==> src/rtl/dda_pkg.sv <==
package dda_pkg;

    // Two-wire signed unit increment: vld=0 -> 0, vld=1 -> +1/-1 by neg
    typedef struct packed {
        logic vld;
        logic neg;
    } tern_t;

    typedef enum logic [1:0] {
        ACC_HOLD = 2'd0,
        ACC_ADD  = 2'd1,
        ACC_SUB  = 2'd2
    } acc_op_e;

    localparam tern_t TERN_ZERO = '{vld: 1'b0, neg: 1'b0};
    localparam tern_t TERN_POS  = '{vld: 1'b1, neg: 1'b0};
    localparam tern_t TERN_NEG  = '{vld: 1'b1, neg: 1'b1};

    function automatic acc_op_e op_from_tern(tern_t t);
        if (!t.vld)     return ACC_HOLD;
        else if (t.neg) return ACC_SUB;
        else            return ACC_ADD;
    endfunction

    // Map the two guard bits above the accumulator to an output step
    function automatic tern_t tern_from_guard(logic [1:0] g);
        case (g)
            2'b01:   return TERN_POS;
            2'b11:   return TERN_NEG;
            default: return TERN_ZERO;
        endcase
    endfunction

endpackage

==> src/rtl/dda_yacc.sv <==
module dda_yacc
    import dda_pkg::*;
#(
    parameter int W = 8
) (
    input  logic                clk,
    input  logic                rst,
    input  logic                load,
    input  logic                step,
    input  tern_t               dx,
    input  logic [W-1:0]        y_load,
    input  logic signed [W-1:0] z_cur,
    output logic [W-1:0]        y_q,
    output tern_t               dy_q
);
    localparam int EW = W + 2;

    acc_op_e              op;
    logic signed [EW-1:0] y_ext;
    logic signed [EW-1:0] z_ext;
    logic signed [EW-1:0] sum;
    tern_t                dy_n;

    assign op    = op_from_tern(dx);
    assign y_ext = $signed({2'b00, y_q});
    assign z_ext = $signed({{2{z_cur[W-1]}}, z_cur});

    always_comb begin
        case (op)
            ACC_ADD: sum = y_ext + z_ext;
            ACC_SUB: sum = y_ext - z_ext;
            default: sum = y_ext;
        endcase
        dy_n = tern_from_guard(sum[EW-1:EW-2]);
    end

    always_ff @(posedge clk) begin
        if (rst) begin
            y_q  <= '0;
            dy_q <= TERN_ZERO;
        end else if (load) begin
            y_q  <= y_load;
            dy_q <= TERN_ZERO;
        end else if (step) begin
            y_q  <= sum[W-1:0];
            dy_q <= dy_n;
        end else begin
            dy_q <= TERN_ZERO;
        end
    end

    // a zero step leaves the remainder alone and emits nothing
    p_hold_zero_r4: assert property (@(posedge clk) disable iff (rst)
        (step && !load && !dx.vld) |=> (y_q == $past(y_q) && !dy_q.vld));

    // adding a non-negative integrand can never borrow
    p_add_no_borrow_r2: assert property (@(posedge clk) disable iff (rst)
        (step && !load && dx.vld && !dx.neg && !z_cur[W-1]) |=> !(dy_q.vld && dy_q.neg));

    // subtracting a non-negative integrand can never carry
    p_sub_no_carry_r3: assert property (@(posedge clk) disable iff (rst)
        (step && !load && dx.vld && dx.neg && !z_cur[W-1]) |=> !(dy_q.vld && !dy_q.neg));

    // load presets the remainder
    p_load_y_r8: assert property (@(posedge clk) disable iff (rst)
        load |=> (y_q == $past(y_load)));

endmodule

==> src/rtl/dda_zreg.sv <==
module dda_zreg
    import dda_pkg::*;
#(
    parameter int W = 8
) (
    input  logic                clk,
    input  logic                rst,
    input  logic                load,
    input  logic                step,
    input  tern_t               dz,
    input  logic [W-1:0]        z_load,
    output logic signed [W-1:0] z_q,
    output logic                ovf_q
);
    localparam logic signed [W-1:0] ZMAX  = {1'b0, {(W-1){1'b1}}};
    localparam logic signed [W-1:0] ZMIN  = {1'b1, {(W-1){1'b0}}};
    localparam logic signed [W-1:0] Z_ONE = {{(W-1){1'b0}}, 1'b1};

    logic signed [W-1:0] z_n;
    logic                hit;

    always_comb begin
        z_n = z_q;
        hit = 1'b0;
        if (dz.vld) begin
            if (!dz.neg) begin
                if (z_q == ZMAX) hit = 1'b1;
                else             z_n = z_q + Z_ONE;
            end else begin
                if (z_q == ZMIN) hit = 1'b1;
                else             z_n = z_q - Z_ONE;
            end
        end
    end

    always_ff @(posedge clk) begin
        if (rst) begin
            z_q   <= '0;
            ovf_q <= 1'b0;
        end else if (load) begin
            z_q   <= $signed(z_load);
            ovf_q <= 1'b0;
        end else if (step) begin
            z_q   <= z_n;
            ovf_q <= ovf_q | hit;
        end
    end

    // flag is sticky until load
    p_ovf_sticky_r7: assert property (@(posedge clk) disable iff (rst)
        (ovf_q && !load) |=> ovf_q);

    // upward saturation holds the limit and raises the flag
    p_sat_top_r7: assert property (@(posedge clk) disable iff (rst)
        (step && !load && dz.vld && !dz.neg && z_q == ZMAX) |=> (z_q == ZMAX && ovf_q));

    // an inner value moves by exactly one
    p_z_inc_r6: assert property (@(posedge clk) disable iff (rst)
        (step && !load && dz.vld && !dz.neg && z_q != ZMAX) |=> (z_q == $past(z_q) + Z_ONE));

    // load presets the integrand and clears the flag
    p_load_z_r8: assert property (@(posedge clk) disable iff (rst)
        load |=> (z_q == $signed($past(z_load)) && !ovf_q));

endmodule

==> src/rtl/dda_cell.sv <==
module dda_cell
    import dda_pkg::*;
#(
    parameter int W = 8
) (
    input  logic         clk,
    input  logic         rst,
    input  logic         load_i,
    input  logic [W-1:0] y_load_i,
    input  logic [W-1:0] z_load_i,
    input  logic         step_i,
    input  logic [1:0]   dx_i,
    input  logic [1:0]   dz_i,
    output logic [1:0]   dy_o,
    output logic [W-1:0] y_o,
    output logic [W-1:0] z_o,
    output logic         ovf_o
);
    tern_t               dx_t;
    tern_t               dz_t;
    tern_t               dy_q;
    logic signed [W-1:0] z_cur;
    logic [W-1:0]        y_cur;

    assign dx_t = tern_t'(dx_i);
    assign dz_t = tern_t'(dz_i);

    // Accumulator sees Z before this strobe's dz is applied
    dda_yacc #(.W(W)) u_yacc (
        .clk    (clk),
        .rst    (rst),
        .load   (load_i),
        .step   (step_i),
        .dx     (dx_t),
        .y_load (y_load_i),
        .z_cur  (z_cur),
        .y_q    (y_cur),
        .dy_q   (dy_q)
    );

    dda_zreg #(.W(W)) u_zreg (
        .clk    (clk),
        .rst    (rst),
        .load   (load_i),
        .step   (step_i),
        .dz     (dz_t),
        .z_load (z_load_i),
        .z_q    (z_cur),
        .ovf_q  (ovf_o)
    );

    assign dy_o = load_i ? 2'b00 : dy_q;
    assign y_o  = y_cur;
    assign z_o  = z_cur;

    // without a strobe on the previous edge no increment is shown
    p_dy_single_r5: assert property (@(posedge clk) disable iff (rst)
        !step_i |=> (dy_o[1] == 1'b0));

    // the remainder step uses the pre-strobe integrand
    p_old_z_r6: assert property (@(posedge clk) disable iff (rst)
        (step_i && !load_i && dx_t.vld && !dx_t.neg)
            |=> (y_o == W'($past(y_o) + $past(z_o))));

endmodule

==> config.mk <==
export PLATFORM = sky130hd
export DESIGN_NAME = dda_cell
export DESIGN_NICKNAME = d
export VERILOG_FILES = /design/src/rtl/dda_pkg.sv /design/src/rtl/dda_yacc.sv /design/src/rtl/dda_zreg.sv /design/src/rtl/dda_cell.sv
export SDC_FILE = /design/constraint.sdc
export NUM_CORES = 1
export LEC_CHECK = 0
export CAP_MARGIN = 20
export CORE_AREA = 3 3 80 82
export CTS_CLUSTER_SIZE = 8
export DETAILED_ROUTE_END_ITERATION = 8
export DIE_AREA = 0 0 83 85
export DONT_BUFFER_PORTS = 1
export SKIP_LAST_GASP = 1
export SYNTH_ARGS = -nofsm -noshare
export SYNTH_HDL_FRONTEND = slang
export SYNTH_SLANG_ARGS = --single-unit
==> constraint.sdc <==
create_clock -name clk -period 6 [get_ports clk]
set_clock_uncertainty 0.15 [all_clocks]
set_input_delay 1.2 -clock clk [delete_from_list [all_inputs] [get_ports clk]]
set_output_delay 1.2 -clock clk [all_outputs]
set_load 0.03 [all_outputs]
==> qor.yml <==
p_leak_nw: 0.708
met2_usage_pct: 21.4
max_stage_delay_ns: 0.62
min_period_over_period_pct: 52.4
routed_wl_um: 4150
post_cts_resized: 0
htreeDepth: 1
wire_per_inst_um: 14.4
worst_pin_slew_ns: 0.601
p_per_area_mw_per_mm2: 235
synthCells: 219
setup_viol: 0
grt_pass1_vias: 1428
ios: 43
drc: 0
grt.met3_usage_pct: 3.88
synth-seq-cells: 19
ctsHoldBuffers: 0
core_mm2: 0.00582
min_from: "u_zreg.ovf_q"
critPathMaxFanout: 6
grt_pass1_wl_um: 6820
row_count: 28
cap_violations: 0
synthFlopType: "dfxtp_1"
hold_viol: 0
worstSkewPairLatency_ns: 0.25
hold_path.class: "reg -> reg"
yosysSeqAreaShare_pct: 22.8
cts_tree: "done"
cp-end-kind: "flip-flop"
route.vias.total: 1523
synth_area_mm2: 0.00167
first_pass_iters: 6
arrival_ns: 3.19
timing.fmax_ghz: 0.318
drt_iter0_markers: 52
dieHeight_um: 85
crit_path_top_delay_cell: "dfxtp_1"
outcome: "complete, no violations"
gp_congestion: 0.796
area_growth_pct: 6.22
rsz0062_at_grt: "false"
die_area_mm2: 0.00706
critPathLaunchType: "flip-flop"
path_class: "reg -> reg"
grt_start_max_net_pins: 34
ys_async_sr_fraction_pct: 0
cp.required_ns: 6.04
drive_gt1_share_pct: 3.27
place_area_mm2: 0.00173
postCtsSetupBuffers: 0
clockBufferDepth: 2
yosys_warnings: 0
slew-limit-headroom_pct: 59.9
whs_ns: 0.489
grt.busiest_layer: "met2"
antenna_found_initial: 0
die_x_um: 83
drv_slew: 0
cts_buffers: 3
clk_pin_slew_ns: 0.08
crit_family: "adder cells"
synth_cell_types: 43
peakVddDrop_mv: 0.0980
numPortBuffers: 0
grt_use_total_pct: 11.7
p_total_mw: 0.416
syn_avg_cell_area_um2: 7.62
postRouteAntennaNets: 0
diodes: 0
cts_root_buffer: "clkbuf_8"
reg2reg_from: "u_zreg.z_q[0]"
cp_num_buf_inv: 1
hpwl_um: 3320
cp-startpoint: "u_zreg.z_q[0]"
grt_use_met1_pct: 13.3
vias_per_cell: 5.27
finish.net_count: 257
fin_area_mm2: 0.00177
overflow: 0
setup_tns_ns: 0
critical_path.cell_chain: "inv_1 > ha_1 > nand2_1 > o21ai_0 > fa_1 > nor2b_1 > o21a_1 > o21a_1 > o22ai_1 > or4_1 > o21ai_1"
cpMostUsedCell: "o21a_1"
synth_edf_count: 0
clkSinkCount: 19
start_util_pct: 28.7
synth_nets: 261
layout_min_cycle_time_ns: 3.15
-- layout by cell type, fill, tap and decap left out, types with 3 or more instances in the layout --
master / n
xnor2_1: 5
inv_1: 14
a221oi_1: 4
xor2_1: 7
clkbuf_8: 3
nand2_1: 11
nor2_1: 23
o31ai_1: 6
a21oi_1: 18
nand2b_1: 3
o21a_1: 9
or3_1: 3
nand3_1: 3
o21ai_0: 12
nor2b_1: 9
nor3_1: 12
or4_1: 3
a211oi_1: 5
dfxtp_1: 19
ha_1: 16
-- synthesized netlist by cell type (3+ instances only) --
cell type	count	area, µm²
nor2_1	23	86.3
dfxtp_1	19	380
a21oi_1	18	90.1
ha_1	16	200
inv_1	14	52.6
nor3_1	12	60.1
o21ai_0	12	60.1
nand2_1	11	41.3
nor2b_1	9	56.3
o21a_1	9	67.6
clkbuf_1	7	26.3
xor2_1	7	61.3
o31ai_1	6	45.0
a211oi_1	5	37.5
xnor2_1	5	43.8
a221oi_1	4	35.0
nand2b_1	3	18.8
nand3_1	3	15.0
or3_1	3	18.8
or4_1	3	22.5
-- state kept, by name, summed over array words and instances (netlist names) --
signal,count
u_yacc.y_q,8
u_yacc.dy_q,2
u_zreg.ovf_q,1
u_zreg.z_q,8
-- final timing paths --
kind	to	slack, ns	cells past startpoint
max	u_yacc.dy_q[0]	2.85	11
min	u_zreg.ovf_q	0.49	2
min reg2reg	u_zreg.ovf_q	0.49	2
max reg2reg	u_yacc.dy_q[0]	2.85	11
-- routing by layer --
metal | vias to the layer above | share of wire (%)
li1 | 789 | -
met1 | 707 | 44
met2 | 25 | 50
met3 | 2 | 5.4
met4 | 0 | 0.58
met5 | - | 0
-- metrics by stage --
step	setup WS (ns)	utilization, %	cells
after global routing	2.58	30.5	289
after CTS	2.82	30.5	289
after floorplan	2.67	-	219
final	2.85	30.5	289
after global placement	2.71	29.7	285
after detailed placement	2.62	29.7	285
-- power breakdown --
| part | switching [mW] | leakage (nW) | total [mW] | internal (mW) |
|---|---|---|---|---|
| logic | 0.0832 | 0.528 | 0.157 | 0.0738 |
| clock network | 0.0441 | 0.0228 | 0.0913 | 0.0472 |
| registers | 0.0325 | 0.157 | 0.168 | 0.135 |
-- kinds of logic (layout without fill, tap and decap cells) --
| family | Yosys count | count (layout) | synth area share [%] |
|---|---|---|---|
| and+or+nand+nor | 78 | 78 | 24.2 |
| AOI/OAI and AO/OA | 68 | 68 | 26.5 |
| buffers and inverters | 23 | 18 | 5.25 |
| DFF | 19 | 19 | 22.8 |
| adders and majority gates | 18 | 18 | 14.4 |
| xor gates and xnor gates | 12 | 12 | 6.30 |
| muxes | 1 | 1 | 0.600 |
-- cell type report --
| cell class | count | area [µm²] |
|---|---|---|
| fill | 638 | 4040 |
| multi-input combinational | 177 | 1200 |
| sequential | 19 | 380 |
| tap | 75 | 93.8 |
| inverter | 14 | 52.6 |
| clock buffer | 4 | 45.0 |
-- tightest hold or removal path, cell delays in order, from the launching register on --
cell and delay, ns:
dfxtp_1 0.42, nor2_1 0.14, nor3_1 0.04
No activity file was read; power rests on OpenSTA's default activity.
